===== src/rtl/psram_pkg.sv =====
`timescale 1ns/1ps
// Package: shared state type and timing helpers for the pseudo-SRAM controller.
// Assumes all timing limits are whole nanoseconds and the clock period is nonzero.
package psram_pkg;

    typedef enum logic [1:0] {
        ST_IDLE   = 2'd0,
        ST_ACCESS = 2'd1,
        ST_SLEEP  = 2'd2,
        ST_WAKE   = 2'd3
    } ctrl_state_e;

    // Clocks needed to cover a time limit, rounded up.
    function automatic int unsigned cycles_for(input int unsigned ns, input int unsigned clk_ns);
        return (ns + clk_ns - 1) / clk_ns;
    endfunction

    function automatic int unsigned max2(input int unsigned a, input int unsigned b);
        return (a > b) ? a : b;
    endfunction

endpackage


===== src/rtl/psram_seq.sv =====
`timescale 1ns/1ps
// Module: psram_seq
// Sequencer for the controller: idle, access, sleep and wake states with a
// shared cycle counter. An access runs counter values 0..TOT_CYC. The last
// value is the finish clock, on which strobes release and data is sampled.
// Assumes host_req is held until acknowledged. A request wins over sleep in idle.
module psram_seq
    import psram_pkg::*;
#(
    parameter int unsigned TOT_CYC  = 14,
    parameter int unsigned WAKE_CYC = 40,
    parameter int unsigned CNT_W    = 6
) (
    input  logic             clk,
    input  logic             rst_n,
    input  logic             req,
    input  logic             sleep,
    output ctrl_state_e      state,
    output logic [CNT_W-1:0] cnt,
    output logic             accept,
    output logic             finish
);

    localparam logic [CNT_W-1:0] LAST_ACC  = CNT_W'(TOT_CYC);
    localparam logic [CNT_W-1:0] LAST_WAKE = CNT_W'(WAKE_CYC - 1);

    assign accept = (state == ST_IDLE) && req;
    assign finish = (state == ST_ACCESS) && (cnt == LAST_ACC);

    // State and counter advance.
    always_ff @(posedge clk) begin
        if (!rst_n) begin
            state <= ST_IDLE;
            cnt   <= '0;
        end else begin
            case (state)
                ST_IDLE: begin
                    cnt <= '0;
                    if (req)
                        state <= ST_ACCESS;
                    else if (sleep)
                        state <= ST_SLEEP;
                end
                ST_ACCESS: begin
                    if (cnt == LAST_ACC) begin
                        state <= ST_IDLE;
                        cnt   <= '0;
                    end else begin
                        cnt <= cnt + 1'b1;
                    end
                end
                ST_SLEEP: begin
                    cnt <= '0;
                    if (!sleep)
                        state <= ST_WAKE;
                end
                default: begin
                    if (cnt == LAST_WAKE) begin
                        state <= ST_IDLE;
                        cnt   <= '0;
                    end else begin
                        cnt <= cnt + 1'b1;
                    end
                end
            endcase
        end
    end

    // a request seen in idle always starts an access, even with sleep high.
    a_r12_req_before_sleep: assert property (@(posedge clk) disable iff (!rst_n)
        (state == ST_IDLE && req) |=> (state == ST_ACCESS));

    // no access may start straight out of the wake window.
    a_r10_wake_no_access: assert property (@(posedge clk) disable iff (!rst_n)
        (state == ST_WAKE) |=> (state != ST_ACCESS));

    // sleep is entered only from idle.
    a_r9_sleep_from_idle: assert property (@(posedge clk) disable iff (!rst_n)
        (state == ST_SLEEP) |-> ($past(state) == ST_IDLE || $past(state) == ST_SLEEP));

endmodule


===== src/rtl/psram_strobe_decode.sv =====
`timescale 1ns/1ps
// Module: psram_strobe_decode
// Combinational decode of the next value of every memory control pin from the
// sequencer state, counter and latched operation. The top registers these values.
// Assumes cnt counts from 0 on the first access clock.
module psram_strobe_decode
    import psram_pkg::*;
#(
    parameter int unsigned TOT_CYC = 14,
    parameter int unsigned WEL_CYC = 12,
    parameter int unsigned LANES   = 2,
    parameter int unsigned CNT_W   = 6
) (
    input  ctrl_state_e      state,
    input  logic [CNT_W-1:0] cnt,
    input  logic             op_write,
    input  logic [LANES-1:0] op_lanes,
    output logic             nx_ce_n,
    output logic             nx_pwr_on,
    output logic             nx_oe_n,
    output logic             nx_we_n,
    output logic             nx_dq_oe,
    output logic [LANES-1:0] nx_lane_n
);

    localparam logic [CNT_W-1:0] TOT_C = CNT_W'(TOT_CYC);
    localparam logic [CNT_W-1:0] WEL_C = CNT_W'(WEL_CYC);

    logic active;
    logic we_win;
    logic oe_win;

    // Window decode: chip active, write pulse window and read output window.
    always_comb begin
        active = (state == ST_ACCESS) && (cnt < TOT_C);
        we_win = active && op_write && (cnt < WEL_C);
        oe_win = active && !op_write && (cnt != '0);
    end

    // Pin values derived from the windows.
    always_comb begin
        nx_ce_n   = !active;
        nx_pwr_on = (state != ST_SLEEP);
        nx_we_n   = !we_win;
        nx_dq_oe  = we_win;
        nx_oe_n   = !oe_win;
    end

    for (genvar g = 0; g < LANES; g++) begin : g_lane
        // Lane strobe low only during an active cycle with its mask bit set.
        always_comb nx_lane_n[g] = !(active && op_lanes[g]);
    end

endmodule


===== src/rtl/psram_read_capture.sv =====
`timescale 1ns/1ps
// Module: psram_read_capture
// Samples the memory data bus on the finish clock of a read, zeroes lanes that
// were not enabled and raises a one-clock valid pulse.
// Assumes finish lasts exactly one clock per access.
module psram_read_capture #(
    parameter int unsigned LANES  = 2,
    parameter int unsigned LANE_W = 8
) (
    input  logic                    clk,
    input  logic                    rst_n,
    input  logic                    finish,
    input  logic                    op_write,
    input  logic [LANES-1:0]        op_lanes,
    input  logic [LANES*LANE_W-1:0] dq_in,
    output logic                    rvalid,
    output logic [LANES*LANE_W-1:0] rdata
);

    // Valid pulse for reads only.
    always_ff @(posedge clk) begin
        if (!rst_n)
            rvalid <= 1'b0;
        else
            rvalid <= finish && !op_write;
    end

    for (genvar g = 0; g < LANES; g++) begin : g_cap
        // Per-lane sample with masking of disabled lanes.
        always_ff @(posedge clk) begin
            if (!rst_n)
                rdata[g*LANE_W +: LANE_W] <= '0;
            else if (finish && !op_write)
                rdata[g*LANE_W +: LANE_W] <= op_lanes[g] ? dq_in[g*LANE_W +: LANE_W] : '0;
        end
    end

    // valid is a single-clock pulse.
    a_r8_rvalid_pulse: assert property (@(posedge clk) disable iff (!rst_n)
        rvalid |=> !rvalid);

endmodule


===== src/rtl/psram_ctrl.sv =====
`timescale 1ns/1ps
// Module: psram_ctrl (top)
// Synchronous controller for an asynchronous pseudo-SRAM. It latches one host
// request, runs a counted strobe sequence on registered memory pins, then
// acknowledges. It also handles deep power down with a wake-up window.
// Assumes the host holds request fields stable until the acknowledge and that
// every timing limit is covered by rounding up to whole clocks.
module psram_ctrl
    import psram_pkg::*;
#(
    parameter int unsigned ADDR_W    = 20,
    parameter int unsigned DATA_W    = 16,
    parameter int unsigned CLK_NS    = 5,
    parameter int unsigned T_RC_NS   = 70,
    parameter int unsigned T_AA_NS   = 70,
    parameter int unsigned T_OE_NS   = 35,
    parameter int unsigned T_WP_NS   = 50,
    parameter int unsigned T_AW_NS   = 60,
    parameter int unsigned T_DW_NS   = 30,
    parameter int unsigned T_WAKE_NS = 200
) (
    input  logic              clk,
    input  logic              rst_n,
    input  logic              host_req,
    input  logic              host_write,
    input  logic [ADDR_W-1:0] host_addr,
    input  logic [DATA_W-1:0] host_wdata,
    input  logic [1:0]        host_lanes,
    input  logic              host_sleep,
    output logic              host_ack,
    output logic              host_rvalid,
    output logic [DATA_W-1:0] host_rdata,
    output logic [ADDR_W-1:0] mem_addr,
    output logic [DATA_W-1:0] mem_dq_o,
    input  logic [DATA_W-1:0] mem_dq_i,
    output logic              mem_dq_oe,
    output logic              mem_ce_n,
    output logic              mem_pwr_on,
    output logic              mem_oe_n,
    output logic              mem_we_n,
    output logic              mem_lb_n,
    output logic              mem_ub_n
);

    localparam int unsigned LANE_W   = 8;
    localparam int unsigned LANES    = DATA_W / LANE_W;
    localparam int unsigned RC_CYC   = cycles_for(T_RC_NS, CLK_NS);
    localparam int unsigned AA_CYC   = cycles_for(T_AA_NS, CLK_NS);
    localparam int unsigned OE_CYC   = cycles_for(T_OE_NS, CLK_NS);
    localparam int unsigned WEL_CYC  = max2(cycles_for(T_WP_NS, CLK_NS),
                                       max2(cycles_for(T_AW_NS, CLK_NS),
                                            cycles_for(T_DW_NS, CLK_NS)));
    localparam int unsigned TOT_CYC  = max2(max2(RC_CYC, AA_CYC),
                                            max2(OE_CYC + 1, WEL_CYC + 1));
    localparam int unsigned WAKE_CYC = max2(cycles_for(T_WAKE_NS, CLK_NS), 1);
    localparam int unsigned CNT_W    = $clog2(max2(TOT_CYC, WAKE_CYC) + 1);

    ctrl_state_e             state;
    logic [CNT_W-1:0]        cnt;
    logic                    accept;
    logic                    finish;

    logic [ADDR_W-1:0]       addr_q;
    logic [DATA_W-1:0]       wdata_q;
    logic [LANES-1:0]        lanes_q;
    logic                    write_q;

    logic                    nx_ce_n, nx_pwr_on, nx_oe_n, nx_we_n, nx_dq_oe;
    logic [LANES-1:0]        nx_lane_n;
    logic [LANES-1:0]        lane_n_q;
    logic [LANES-1:0]        host_lane_vec;

    assign host_lane_vec = LANES'(host_lanes);

    psram_seq #(
        .TOT_CYC (TOT_CYC),
        .WAKE_CYC(WAKE_CYC),
        .CNT_W   (CNT_W)
    ) u_seq (
        .clk   (clk),
        .rst_n (rst_n),
        .req   (host_req),
        .sleep (host_sleep),
        .state (state),
        .cnt   (cnt),
        .accept(accept),
        .finish(finish)
    );

    // Latch the request fields when an access is accepted.
    always_ff @(posedge clk) begin
        if (!rst_n) begin
            addr_q  <= '0;
            wdata_q <= '0;
            lanes_q <= '0;
            write_q <= 1'b0;
        end else if (accept) begin
            addr_q  <= host_addr;
            wdata_q <= host_wdata;
            lanes_q <= host_lane_vec;
            write_q <= host_write;
        end
    end

    psram_strobe_decode #(
        .TOT_CYC(TOT_CYC),
        .WEL_CYC(WEL_CYC),
        .LANES  (LANES),
        .CNT_W  (CNT_W)
    ) u_dec (
        .state    (state),
        .cnt      (cnt),
        .op_write (write_q),
        .op_lanes (lanes_q),
        .nx_ce_n  (nx_ce_n),
        .nx_pwr_on(nx_pwr_on),
        .nx_oe_n  (nx_oe_n),
        .nx_we_n  (nx_we_n),
        .nx_dq_oe (nx_dq_oe),
        .nx_lane_n(nx_lane_n)
    );

    // Register every memory pin so the strobes come straight from flops.
    always_ff @(posedge clk) begin
        if (!rst_n) begin
            mem_ce_n   <= 1'b1;
            mem_pwr_on <= 1'b1;
            mem_oe_n   <= 1'b1;
            mem_we_n   <= 1'b1;
            mem_dq_oe  <= 1'b0;
            lane_n_q   <= '1;
            mem_addr   <= '0;
            mem_dq_o   <= '0;
        end else begin
            mem_ce_n   <= nx_ce_n;
            mem_pwr_on <= nx_pwr_on;
            mem_oe_n   <= nx_oe_n;
            mem_we_n   <= nx_we_n;
            mem_dq_oe  <= nx_dq_oe;
            lane_n_q   <= nx_lane_n;
            mem_addr   <= addr_q;
            mem_dq_o   <= wdata_q;
        end
    end

    assign mem_lb_n = lane_n_q[0];
    assign mem_ub_n = lane_n_q[LANES-1];

    // Acknowledge on the clock the strobes release.
    always_ff @(posedge clk) begin
        if (!rst_n)
            host_ack <= 1'b0;
        else
            host_ack <= finish;
    end

    psram_read_capture #(
        .LANES (LANES),
        .LANE_W(LANE_W)
    ) u_cap (
        .clk     (clk),
        .rst_n   (rst_n),
        .finish  (finish),
        .op_write(write_q),
        .op_lanes(lanes_q),
        .dq_in   (mem_dq_i),
        .rvalid  (host_rvalid),
        .rdata   (host_rdata)
    );

    // Length of the current write-enable low run, used by the width check.
    logic [CNT_W-1:0] we_run;
    always_ff @(posedge clk) begin
        if (!rst_n)
            we_run <= '0;
        else if (!mem_we_n)
            we_run <= we_run + 1'b1;
        else
            we_run <= '0;
    end

    // write pulse lasts exactly the computed clock count.
    a_r1_we_width: assert property (@(posedge clk) disable iff (!rst_n)
        $rose(mem_we_n) |-> (we_run == CNT_W'(WEL_CYC)));

    // during a write the chip is enabled and output enable is held high.
    a_r1_write_pins: assert property (@(posedge clk) disable iff (!rst_n)
        !mem_we_n |-> (!mem_ce_n && mem_oe_n && mem_pwr_on));

    // data bus driven only inside the write pulse.
    a_r5_drive_in_we: assert property (@(posedge clk) disable iff (!rst_n)
        mem_dq_oe |-> !mem_we_n);

    // address stable while chip enable stays low.
    a_r5_addr_stable: assert property (@(posedge clk) disable iff (!rst_n)
        (!mem_ce_n && $past(!mem_ce_n)) |-> $stable(mem_addr));

    // no bus contention.
    a_r6_no_contention: assert property (@(posedge clk) disable iff (!rst_n)
        mem_dq_oe |-> mem_oe_n);

    // output enable falls only after one clock with the bus released.
    a_r6_oe_gap: assert property (@(posedge clk) disable iff (!rst_n)
        $fell(mem_oe_n) |-> (!$past(mem_dq_oe) && !$past(mem_ce_n)));

    // acknowledge is one clock wide and coincides with chip enable release.
    a_r7_ack_pulse: assert property (@(posedge clk) disable iff (!rst_n)
        host_ack |=> !host_ack);
    a_r7_ack_release: assert property (@(posedge clk) disable iff (!rst_n)
        host_ack |-> ($rose(mem_ce_n)));

    // read valid only together with an acknowledge.
    a_r8_rvalid_with_ack: assert property (@(posedge clk) disable iff (!rst_n)
        host_rvalid |-> host_ack);

    // chip disabled whenever the power pin is low.
    a_r9_sleep_quiet: assert property (@(posedge clk) disable iff (!rst_n)
        !mem_pwr_on |-> (mem_ce_n && mem_we_n && mem_oe_n && !mem_dq_oe));

endmodule


===== config.mk =====
export PLATFORM = sky130hd
export DESIGN_NAME = psram_ctrl
export DESIGN_NICKNAME = d
export VERILOG_FILES = /design/src/rtl/psram_pkg.sv /design/src/rtl/psram_seq.sv /design/src/rtl/psram_strobe_decode.sv /design/src/rtl/psram_read_capture.sv /design/src/rtl/psram_ctrl.sv
export SDC_FILE = /design/constraint.sdc
export NUM_CORES = 1
export LEC_CHECK = 0
export ABC_AREA = 1
export BUFFER_PORTS_ARGS = -buffer_cell sky130_fd_sc_hd__buf_2
export CAP_MARGIN = 20
export CORE_AREA = 2 2 115 72
export DETAILED_ROUTE_END_ITERATION = 7
export DIE_AREA = 0 0 117 74
export PLACE_DENSITY = 0.78
export SYNTH_ARGS = -nofsm -noshare
export SYNTH_HDL_FRONTEND = slang
export SYNTH_SLANG_ARGS = --single-unit

===== constraint.sdc =====
create_clock -name clk -period 1.85 [get_ports clk]
set_clock_uncertainty 0.05 [all_clocks]
set_input_delay 0.37 -clock clk [delete_from_list [all_inputs] [get_ports clk]]
set_output_delay 0.37 -clock clk [all_outputs]
set_load 0.02 [all_outputs]

==> impl_metrics.ini <==
[yosys]
ys_types = 22
syn_nets = 510
synth_flop_cell = dfxtp_1
synth_area_per_cell_sq_um = 8.07
synth_seq_area_share = 0.597
syn_area_sq_um = 3620
yosysWarnings = 0
async_reset_ff_frac = 0
ys_seq_elements = 108
synth_edf_count = 0
synth_cells = 449

[clocking]
cts_sinks = 108
clkLatencyLatePin_ps = 340
path_clk_slew_ps = 70
post_cts_buffers = 0
cts_buffer_depth = 2
cts_tree = built
post_cts_hold_buffer_count = 0
cts_buffers = 9
postCtsResizedCells = 0
cts_root_buf = clkbuf_16
htreeDepth = 3

[placed_design]
place_hpwl_um = 5710
gp_congestion = 0.852
portBuffers = 119

[layout]
regArea_sq_um = 2160
layout_common_cells = buf_2 (119), dfxtp_1 (108), nor2_1 (98), nand2_1 (77), inv_1 (50)
diodes = 0
layout.nets = 628
final_common_cell = buf_2
fill_cells = 659
areaGrowthSynthToFinish_pct = 30.2
multi_input_area_sq_um = 1160
drive_above_1_share = 0.271

[detailed_routing]
wl_met3_um = 576
drt-met1-wl_um = 3820
drtIter0Drc = 198
vias_per_cell = 4.64
drc = 0
num_vias = 3158
drtPass1Iterations = 4
wl_met2_um = 3490
final_antenna_net_count = 0
wl_um = 8000
wl_per_cell_um = 11.8
routed.top_layer = met4

[worst_setup_path]
critical_path_required_ps = 2040
slowest_delay_ps = 400
crit_fanout = 9
worstSetupPathType = reg -> reg
endpoint_kind = flop
worstSetupStartpointType = flop
crit_arrival_ps = 1830
path_cells = inv_2 > nor2_2 > inv_2 > nor3_4 > buf_4 > nand2_1 > o21ai_1 > nor2_1
crit_top_cell = inv_2
crit_slowest_cell = dfxtp_1

[die]
initial_core_util = 0.473
die_h_um = 74
die_area_sq_um = 8660
ios = 120
rows = 25
coreArea_sq_um = 7660
fp.dieW_um = 117

[pwr]
ir_drop_mv = 0.676
power_density_nw_per_um2 = 1360
p_leak_uw = 0.00245

[timing]
setup_violations = 0
fin_crit_ps = 1650
worst_slew_pin_slew_ps = 400
max_freq_mhz = 608
slew_headroom = 0.733
holdWs_ps = 224
maxSlewViolCount = 0
min_period_over_period = 0.890
setup_tns_ps = 0
finalHoldViolCount = 0
rsz0062_at_grt = no

[run_status]
status = finished, final reports clean

[global_route]
grt_util_all_layers = 0.191
grt_pass1_wl_um = 12800
grt_max_degree = 58
antenna_found_initial = 0
grt_pass1_vias = 2835
grt_overflow = 0

[min_path]
worstHoldPathType = in -> reg

[flow_run]
maxCapViolations = 0
worst max-delay path: cells and delay by family (launching register included):
kind            cells  cell delay [ps]
flops               1              400
buf+inv             3              370
compound gates      1               70
simple gates        4              640
report_power, final:
| group | internal, uW | switching (uW) |
|---|---|---|
| logic | 435 | 805 |
| registers | 2690 | 200 |
| clock network | 1470 | 801 |
| total | 4600 | 1810 |
through the flow:
| stage | setup slack, ps | instance area (sq um) | instances | power, uW | util |
|---|---|---|---|---|---|
| after global routing | 60.3 | 4720 | 680 | 6740 | 0.616 |
| final | 204 | 4720 | 680 | 6410 | 0.616 |
| after floorplan | 461 | 3620 | 449 | 3760 | - |
| after CTS | 211 | 4720 | 680 | 6460 | 0.616 |
| after detailed placement | 229 | 4350 | 664 | 4190 | 0.567 |
| after global placement | 323 | 4350 | 664 | 4130 | 0.567 |
sequential cells by signal, summed over array words and instances, names as in the netlist:
signal        flops
addr_q           20
mem_addr         20
mem_dq_oe         1
lanes_q           2
mem_oe_n          1
wdata_q          16
host_ack          1
mem_pwr_on        1
write_q           1
mem_dq_o         16
u_cap.rdata      16
u_cap.rvalid      1
lane_n_q          2
u_seq.cnt         6
u_seq.state       2
mem_we_n          1
mem_ce_n          1
final cells by class:
cell class              instances  area share
clock buffers                  13      0.0594
flip-flops and latches        108       0.458
well taps                     108      0.0286
inverters                      54      0.0430
clock inverters                 3      0.0191
multi-input cells             265       0.247
repair buffers                129       0.145
synthesized netlist by cell type (2+ instances only):
cell type | n | area, sq um
nor2_1 | 98 | 368
nand4_1 | 2 | 12.5
inv_2 | 4 | 15.0
dfxtp_1 | 108 | 2160
xor2_1 | 2 | 17.5
nor2_2 | 3 | 18.8
ha_1 | 2 | 25.0
buf_1 | 5 | 18.8
clkbuf_1 | 12 | 45.0
nand3_1 | 16 | 80.1
buf_2 | 4 | 20.0
o21ai_1 | 9 | 45.0
o21ai_0 | 47 | 235
nand2_1 | 77 | 289
a21oi_1 | 4 | 20.0
inv_1 | 50 | 188
layer usage:
layer,GRT usage,up-vias
li1,-,1610
met1,0.253,1424
met2,0.294,113
met3,0.0725,11
met4,0.0588,0
met5,0,-
final timing paths:
| path | from | end | slack (ps) | cells past startpoint |
|---|---|---|---|---|
| setup / recovery | u_seq.state[0] | u_cap.rdata[7] | 200 | 8 |
| hold / removal | host_wdata[6] | wdata_q[6] | 220 | 3 |
| setup reg to reg | u_seq.state[0] | u_cap.rdata[7] | 200 | 8 |
| hold reg to reg | wdata_q[2] | mem_dq_o[2] | 380 | 2 |
kinds of logic after synthesis:
kind of cell | Yosys count | share of synthesized area
AO/OA/AOI/OAI | 61 | 0.0849
XOR/XNOR | 3 | 0.00725
buffers and inverters | 76 | 0.0822
adder cells (fa/ha/maj) | 2 | 0.00690
AND/OR/NAND/NOR | 199 | 0.222
flip-flops | 108 | 0.597
(Power assumes the default switching activity.)
